`config.mk`:
```
export PLATFORM = sky130hd
export DESIGN_NAME = rtc_irq_ctrl
export DESIGN_NICKNAME = d
export VERILOG_FILES = /design/src/rtl/rtc_irq_pkg.sv /design/src/rtl/rtc_irq_src.sv /design/src/rtl/rtc_irq_rdctl.sv /design/src/rtl/rtc_irq_drv.sv /design/src/rtl/rtc_irq_ctrl.sv
export SDC_FILE = /design/constraint.sdc
export NUM_CORES = 1
export LEC_CHECK = 0
export BUFFER_PORTS_ARGS = -buffer_cell sky130_fd_sc_hd__buf_2
export CORE_UTILIZATION = 46
export CTS_BUF_LIST = sky130_fd_sc_hd__clkbuf_16
export CTS_CLUSTER_SIZE = 20
export DETAILED_ROUTE_END_ITERATION = 6
export GPL_TIMING_DRIVEN = 0
export HOLD_SLACK_MARGIN = 0.12
export PLACE_DENSITY = 0.74
export SETUP_SLACK_MARGIN = 0.4
export SYNTH_ARGS = -nofsm -noshare
export SYNTH_HDL_FRONTEND = slang
export SYNTH_SLANG_ARGS = --single-unit
```
`constraint.sdc`:
```
create_clock -name clk -period 1.4 [get_ports clk]
set_clock_uncertainty 0.2 [all_clocks]
set_input_delay 0.21 -clock clk [delete_from_list [all_inputs] [get_ports clk]]
set_output_delay 0.21 -clock clk [all_outputs]
set_load 0.01 [all_outputs]
```
`src/rtl/rtc_irq_pkg.sv`:
```
package rtc_irq_pkg;
  localparam int NSRC     = 3;
  localparam int DATA_W   = 8;
  localparam int FLAG_LSB = 4;
  localparam int SUM_BIT  = DATA_W - 1;

  // source index order; the status bit of source i is FLAG_LSB + i
  localparam int SRC_UPD = 0;
  localparam int SRC_ALM = 1;
  localparam int SRC_PER = 2;

  function automatic logic any_req(logic [NSRC-1:0] flags, logic [NSRC-1:0] ens);
    return |(flags & ens);
  endfunction

  function automatic logic [DATA_W-1:0] pack_status(logic sum, logic [NSRC-1:0] flags);
    logic [DATA_W-1:0] b;
    b = '0;
    b[SUM_BIT] = sum;
    for (int i = 0; i < NSRC; i++) b[FLAG_LSB+i] = flags[i];
    return b;
  endfunction

  function automatic logic [NSRC-1:0] unpack_flags(logic [DATA_W-1:0] b);
    logic [NSRC-1:0] f;
    for (int i = 0; i < NSRC; i++) f[i] = b[FLAG_LSB+i];
    return f;
  endfunction
endpackage

```
`src/rtl/rtc_irq_src.sv`:
```
module rtc_irq_src (
  input  logic clk,
  input  logic rst_n,
  input  logic evt_i,
  input  logic rd_hold_i,
  input  logic rd_end_i,
  input  logic rd_clr_i,
  input  logic en_we_i,
  input  logic en_d_i,
  output logic flag_o,
  output logic en_o,
  output logic req_o
);
  logic pend_q;

  always_ff @(posedge clk or negedge rst_n) begin
    if (!rst_n) begin
      flag_o <= 1'b0;
      pend_q <= 1'b0;
      en_o   <= 1'b0;
    end else begin
      if (en_we_i) en_o <= en_d_i;
      if (rd_end_i) begin
        flag_o <= (flag_o & ~rd_clr_i) | pend_q | evt_i;
        pend_q <= 1'b0;
      end else if (rd_hold_i) begin
        pend_q <= pend_q | evt_i;
      end else begin
        flag_o <= flag_o | evt_i;
      end
    end
  end

  assign req_o = flag_o & en_o;

  AST_FLAG_SET: assert property (@(posedge clk) disable iff (!rst_n)
    (evt_i && !rd_hold_i) |=> flag_o);
  AST_EN_LOAD: assert property (@(posedge clk) disable iff (!rst_n)
    en_we_i |=> (en_o == $past(en_d_i)));
  AST_READ_STABLE: assert property (@(posedge clk) disable iff (!rst_n)
    rd_hold_i |=> $stable(flag_o));
  AST_PARKED: assert property (@(posedge clk) disable iff (!rst_n)
    (rd_hold_i && evt_i) |=> pend_q);
  AST_POST_PARKED: assert property (@(posedge clk) disable iff (!rst_n)
    (rd_end_i && pend_q) |=> flag_o);
  AST_CLEARED: assert property (@(posedge clk) disable iff (!rst_n)
    (rd_end_i && rd_clr_i && !pend_q && !evt_i) |=> !flag_o);
endmodule

```
`src/rtl/rtc_irq_rdctl.sv`:
```
module rtc_irq_rdctl #(
  parameter int DATA_W = rtc_irq_pkg::DATA_W
) (
  input  logic              clk,
  input  logic              rst_n,
  input  logic              rd_i,
  input  logic [DATA_W-1:0] live_i,
  output logic              rd_end_o,
  output logic [DATA_W-1:0] snap_o
);
  logic rd_q;

  always_ff @(posedge clk or negedge rst_n) begin
    if (!rst_n) begin
      rd_q   <= 1'b0;
      snap_o <= '0;
    end else begin
      rd_q <= rd_i;
      if (!rd_i) snap_o <= live_i;
    end
  end

  assign rd_end_o = rd_q & ~rd_i;

  AST_SNAP_FROZEN: assert property (@(posedge clk) disable iff (!rst_n)
    rd_i |=> $stable(snap_o));
  AST_END_ONCE: assert property (@(posedge clk) disable iff (!rst_n)
    rd_end_o |=> !rd_end_o);
endmodule

```
`src/rtl/rtc_irq_drv.sv`:
```
module rtc_irq_drv #(
  parameter int NSRC = rtc_irq_pkg::NSRC
) (
  input  logic [NSRC-1:0] req_i,
  input  logic            pol_i,
  output logic            act_o,
  output logic            irq_n_o,
  output logic            irq_ext_o
);
  always_comb begin
    act_o     = |req_i;
    irq_n_o   = ~act_o;
    irq_ext_o = pol_i ? act_o : ~act_o;
  end
endmodule

```
`src/rtl/rtc_irq_ctrl.sv`:
```
module rtc_irq_ctrl
  import rtc_irq_pkg::*;
(
  input  logic              clk,
  input  logic              rst_n,
  input  logic              evt_alarm_i,
  input  logic              evt_periodic_i,
  input  logic              evt_update_i,
  input  logic              en_we_i,
  input  logic [NSRC-1:0]   en_wdata_i,
  input  logic              rd_i,
  input  logic              irq_pol_i,
  output logic [DATA_W-1:0] rd_data_o,
  output logic              irq_n_o,
  output logic              irq_ext_o
);
  logic [NSRC-1:0]   evt_w;
  logic [NSRC-1:0]   flag_w;
  logic [NSRC-1:0]   en_w;
  logic [NSRC-1:0]   req_w;
  logic [NSRC-1:0]   clr_w;
  logic [DATA_W-1:0] live_w;
  logic              rd_end_w;
  logic              act_w;

  always_comb begin
    evt_w          = '0;
    evt_w[SRC_UPD] = evt_update_i;
    evt_w[SRC_ALM] = evt_alarm_i;
    evt_w[SRC_PER] = evt_periodic_i;
  end

  assign clr_w  = unpack_flags(rd_data_o);
  assign live_w = pack_status(act_w, flag_w);

  for (genvar g = 0; g < NSRC; g++) begin : g_src
    rtc_irq_src u_src (
      .clk       (clk),
      .rst_n     (rst_n),
      .evt_i     (evt_w[g]),
      .rd_hold_i (rd_i),
      .rd_end_i  (rd_end_w),
      .rd_clr_i  (clr_w[g]),
      .en_we_i   (en_we_i),
      .en_d_i    (en_wdata_i[g]),
      .flag_o    (flag_w[g]),
      .en_o      (en_w[g]),
      .req_o     (req_w[g])
    );
  end

  rtc_irq_rdctl #(.DATA_W(DATA_W)) u_rdctl (
    .clk      (clk),
    .rst_n    (rst_n),
    .rd_i     (rd_i),
    .live_i   (live_w),
    .rd_end_o (rd_end_w),
    .snap_o   (rd_data_o)
  );

  rtc_irq_drv #(.NSRC(NSRC)) u_drv (
    .req_i     (req_w),
    .pol_i     (irq_pol_i),
    .act_o     (act_w),
    .irq_n_o   (irq_n_o),
    .irq_ext_o (irq_ext_o)
  );

  AST_REQ_LOW: assert property (@(posedge clk) disable iff (!rst_n)
    any_req(flag_w, en_w) |-> !irq_n_o);
  AST_REQ_IDLE: assert property (@(posedge clk) disable iff (!rst_n)
    (flag_w == '0) |-> irq_n_o);
  AST_SUMMARY: assert property (@(posedge clk) disable iff (!rst_n)
    !$past(rd_i) |-> (rd_data_o[SUM_BIT] == $past(!irq_n_o)));
  AST_LOW_ZERO: assert property (@(posedge clk) disable iff (!rst_n)
    rd_data_o[FLAG_LSB-1:0] == '0);
  AST_POLARITY: assert property (@(posedge clk) disable iff (!rst_n)
    irq_pol_i |-> (irq_ext_o == !irq_n_o));
endmodule

```
# Yosys cells after proc, flatten, opt, wreduce, memory -nomap -nowiden

Index checks and enable logic that the tools add are counted.

Bits in registers: 14
Input port bits: 11
Output and inout bits: 10
Logic and storage cells: 51

Equality and inequality tests: 1
Mux-type cells: 13
Bitwise gates (word level): 24
Reductions and logical operators: 2

Operators by type and width:

| cell                 | count |
|---|---|
| $mux W1              | 13 |
| $or A1 B1 Y1         | 12 |
| $and A1 B1 Y1        | 7 |
| $not A1 Y1           | 5 |
| $reduce_or A3 Y1     | 1 |
| $ne A2 B1 Y1 const B | 1 |
| $reduce_bool A2 Y1   | 1 |

# Depth between registers and ports, before layout

Depth in word-level cells: 5
Gate-level depth with buffers: 3
Mapped depth without buffers: 3

# Cells and area by module

Synthesis repeated with hierarchy kept, for this count alone.

Cells, all modules: 56
Area, all modules: 794.5 um^2

By module, submodules not included:

| module        | times used | cells an instance | area an instance (um^2) | seq. area each (um^2) |
|---|---|---|---|---|
| rtc_irq_src   | 3          | 11                | 131.4                   | 75.1 |
| rtc_irq_rdctl | 1          | 19                | 365.4                   | 225.2 |
| rtc_irq_drv   | 1          | 3                 | 31.3                    | 0.0 |
| rtc_irq_ctrl  | 1          | 1                 | 3.8                     | 0.0 |

# Worst setup path after synthesis

No wires, ideal clock.

Path kind: reg-to-output
From: reg g_src[1].u_src.flag_o
To: out irq_ext_o
Arrival time: 1.260 ns
Data required time: 0.990 ns
Slack: -0.270 ns
Cell stages (with the launch flop): 3
Path buffers: 0
Path through: dfrtp_1 > a222oi_1 > xor2_1

Longest elaborated chain between the ends: 4

Ends and longest elaborated chain:

| what                   | RTL line           | source |
|---|---|---|
| start, declared        | rtc_irq_src.sv:10  | `output logic flag_o,` |
| start signal, assigned | rtc_irq_src.sv:24  | `flag_o <= (flag_o & ~rd_clr_i) \| pend_q \| evt_i;` |
| start signal, assigned | rtc_irq_src.sv:29  | `flag_o <= flag_o \| evt_i;` |
| $and A1 B1 Y1          | rtc_irq_src.sv:34  | `assign req_o = flag_o & en_o;` |
| $reduce_or A3 Y1       | rtc_irq_drv.sv:11  | `act_o = \|req_i;` |
| $not A1 Y1             | -                  |  |
| named net irq_n_o      | rtc_irq_ctrl.sv:14 | `output logic irq_n_o,` |
| $mux W1                | rtc_irq_drv.sv:13  | `irq_ext_o = pol_i ? act_o : ~act_o;` |
| end, declared          | rtc_irq_ctrl.sv:15 | `output logic irq_ext_o` |

The timed path passes the listed nets, and every way through them passes these cells.

# Worst setup path in the final report

From: reg g_src[1].u_src.en_o
To: out irq_n_o

Longest elaborated chain between the ends: 3

Ends and longest elaborated chain:

| what                   | RTL line           | source |
|---|---|---|
| start, declared        | rtc_irq_src.sv:11  | `output logic en_o,` |
| start signal, assigned | rtc_irq_src.sv:22  | `if (en_we_i) en_o <= en_d_i;` |
| $and A1 B1 Y1          | rtc_irq_src.sv:34  |  |
| $reduce_or A3 Y1       | rtc_irq_drv.sv:11  |  |
| $not A1 Y1             | rtc_irq_drv.sv:12  | `irq_n_o = ~act_o;` |
| end, declared          | rtc_irq_ctrl.sv:14 |  |

No other way between the ends.

==> run metrics <==
via count=521; Hold Crit Class=in2reg; grt total ovfl=0; Hold Buf Count CTS=2; H-tree lvl count=1; Final ANT Viol Nets=0; Wirelength per Cell=12.9 um; fin nets=105; Placeable Area=0.00117 sq mm; # diodes=0; vias per cell=4.87; RSZ-0062 raised after global routing=yes; placed insts=91; Slew Viols, Final=0; Power Density=1450 mW/mm^2; Avg Cell Area, Syn=10.7 sq um; CP Class=reg2out; Final Instance Area=976 sq um; I/O Buffers=16; Tot GR Track Use=0.215; antenna violations before repair=0; crit share post-route=1.29; # setup viols final=3; DIE HEIGHT=38.7 um; max-cap violation count=0; Max Freq=556 MHz; ratio of cells with drive above 1 in the final layout=0.505; count of cell types in the netlist=16; mapped cell area=618 sq um; CTS Buf Count=3; clock latency on the worst-skew pair=240 ps; DRC Markers=0; CP Capture Type=primary output; WP data arrival=1390 ps; failing checks=negative setup slack; wirelength, routed=1.38 mm; Rows=12; chip width=38.7 um; Final min period=1800 ps; Layout area overhead=57.9%; Clock Pin Slew Worst Setup and Hold Paths=40 ps; clk buf depth=2; Placed Area=734 sq um; detailed placement HPWL=816 um; most common cell after layout, fill and taps aside=dfrtp_1; vias in the first global route=521; FF/Latch Area=350 sq um; WP data required=990 ps; clock root cell=clkbuf_16; Initial Utilization=0.528; Initial DRT Pass Iterations=4; commonest cells after routing, fill and taps aside=dfrtp_1, buf_2, buf_4; final worst setup slack=-400 ps; worst-path fanout max=2; Max VDD drop=1.12 mV; first-pass GRT wire length=2.10 mm; status=finished with violations; Post-Syn Instances=58; leakage=0.507 nW; largest net degree at the start of global routing=15; clock sink count=14; gpl congestion=0.770; final hold vios=0; Filler Cell Count=73; Startpoint Class=flip-flop; Synthesis Warnings=0; area of the die=0.00149 sq mm; Post-Layout Cell Count=107; footprint of the multi-input gates=220 sq um; 1st-iter DRT viols=17; Yosys reg bits=14; I/O Pins=21; sequential fraction of the synthesis area=0.567; pre-CTS WS=-214 ps; CTS tree=done
## critical path: stages (launching register included)
cell and delay [ps]:
dfrtp_1 380, a222oi_1 330, buf_4 170, buf_4 100
buf_6 90, buf_6 90
## report_power, final
part / internal [mW] / switching (mW) / leakage, nW / total (mW)
sequential: 0.464 / 0.0418 / 0.157 / 0.506
clock: 0.377 / 0.154 / 0.0385 / 0.530
combinational: 0.222 / 0.153 / 0.311 / 0.375
total: 1.06 / 0.348 / 0.507 / 1.41
## registers in the layout, summed over array words and instances, names as in the netlist
register            flops
g_src.u_src.en_o        3
u_rdctl.rd_q            1
g_src.u_src.flag_o      3
u_rdctl.snap_o          4
g_src.u_src.pend_q      3
## logic make-up (layout without fill, tap and decap cells)
| kind of cell | after synthesis | count (layout) | share of synthesized area |
|---|---|---|---|
| AOI/OAI and AO/OA | 16 | 16 | 0.162 |
| buffers and inverters | 15 | 47 | 0.134 |
| DFF | 14 | 14 | 0.567 |
| and+or+nand+nor | 7 | 7 | 0.0466 |
| muxes | 4 | 4 | 0.0708 |
| other | 1 | 4 | 0.00607 |
| xor gates and xnor gates | 1 | 1 | 0.0142 |
## cell type report
cell class	count	share of cell area
flip-flops and latches	14	0.359
multi-input cells	32	0.226
repair buffers	28	0.219
clock buffers	3	0.0769
plain buffers	8	0.0705
inverters	7	0.0269
well taps	14	0.0179
clock inverters	1	0.00385
## per-layer routing
metal / up-vias / global-route usage / routed length, um
met1: 250 / 0.262 / 604
met5: - / 0 / 0
met4: 0 / 0.0603 / 0
met3: 0 / 0.0520 / 52
met2: 14 / 0.375 / 719
li1: 257 / - / -
## through the flow
stage	power [mW]	TNS [ps]	hold WS, ps	utilization
final	1.41	-836	5.19	0.833
after detailed placement	0.731	-332	-88.1	0.627
after CTS	1.37	-707	1.39	0.803
after floorplan	0.648	-333	-286	-
after global routing	1.47	-1070	13.5	0.833
after global placement	0.722	-384	-80.6	0.627
## cells in the mapped netlist
cell type / instances / area share
clkbuf_1: 1 / 0.0061
dfrtp_1: 14 / 0.57
buf_4: 7 / 0.085
nor2_1: 3 / 0.018
mux2i_1: 1 / 0.016
a21oi_1: 6 / 0.049
nor2b_1: 1 / 0.010
mux2_2: 3 / 0.055
a222oi_1: 1 / 0.016
o21ai_0: 3 / 0.024
nand2_1: 3 / 0.018
conb_1: 1 / 0.0061
a31oi_1: 3 / 0.030
xor2_1: 1 / 0.014
a2bb2oi_1: 3 / 0.043
inv_1: 7 / 0.043
## what timing repair did
| item | CTS | global route |
|---|---|---|
| resized for setup | 11 | 11 |
| pin swaps | 5 | 7 |
| setup buffers | 8 | 2 |
| setup endpoints to repair | 14 | 17 |
| endpoints found under the hold margin | 24 | 9 |
## worst paths after layout
path	from	cells after the start	end	slack (ps)
worst max register to register	g_src[1].u_src.en_o$_DFFE_PN0P_	5	u_rdctl.snap_o[7]$_DFFE_PN0N_	-50
worst min register to register	g_src[2].u_src.en_o$_DFFE_PN0P_	1	g_src[2].u_src.en_o$_DFFE_PN0P_	310
max in group asynchronous	rst_n	2	u_rdctl.snap_o[7]$_DFFE_PN0N_	580
worst min-delay path	en_wdata_i[1]	2	g_src[1].u_src.en_o$_DFFE_PN0P_	5
min in group asynchronous	rst_n	2	g_src[1].u_src.flag_o$_DFFE_PN0P_	190
worst max-delay path	g_src[1].u_src.en_o$_DFFE_PN0P_	5	irq_n_o	-400
(Power assumes the default switching activity.)
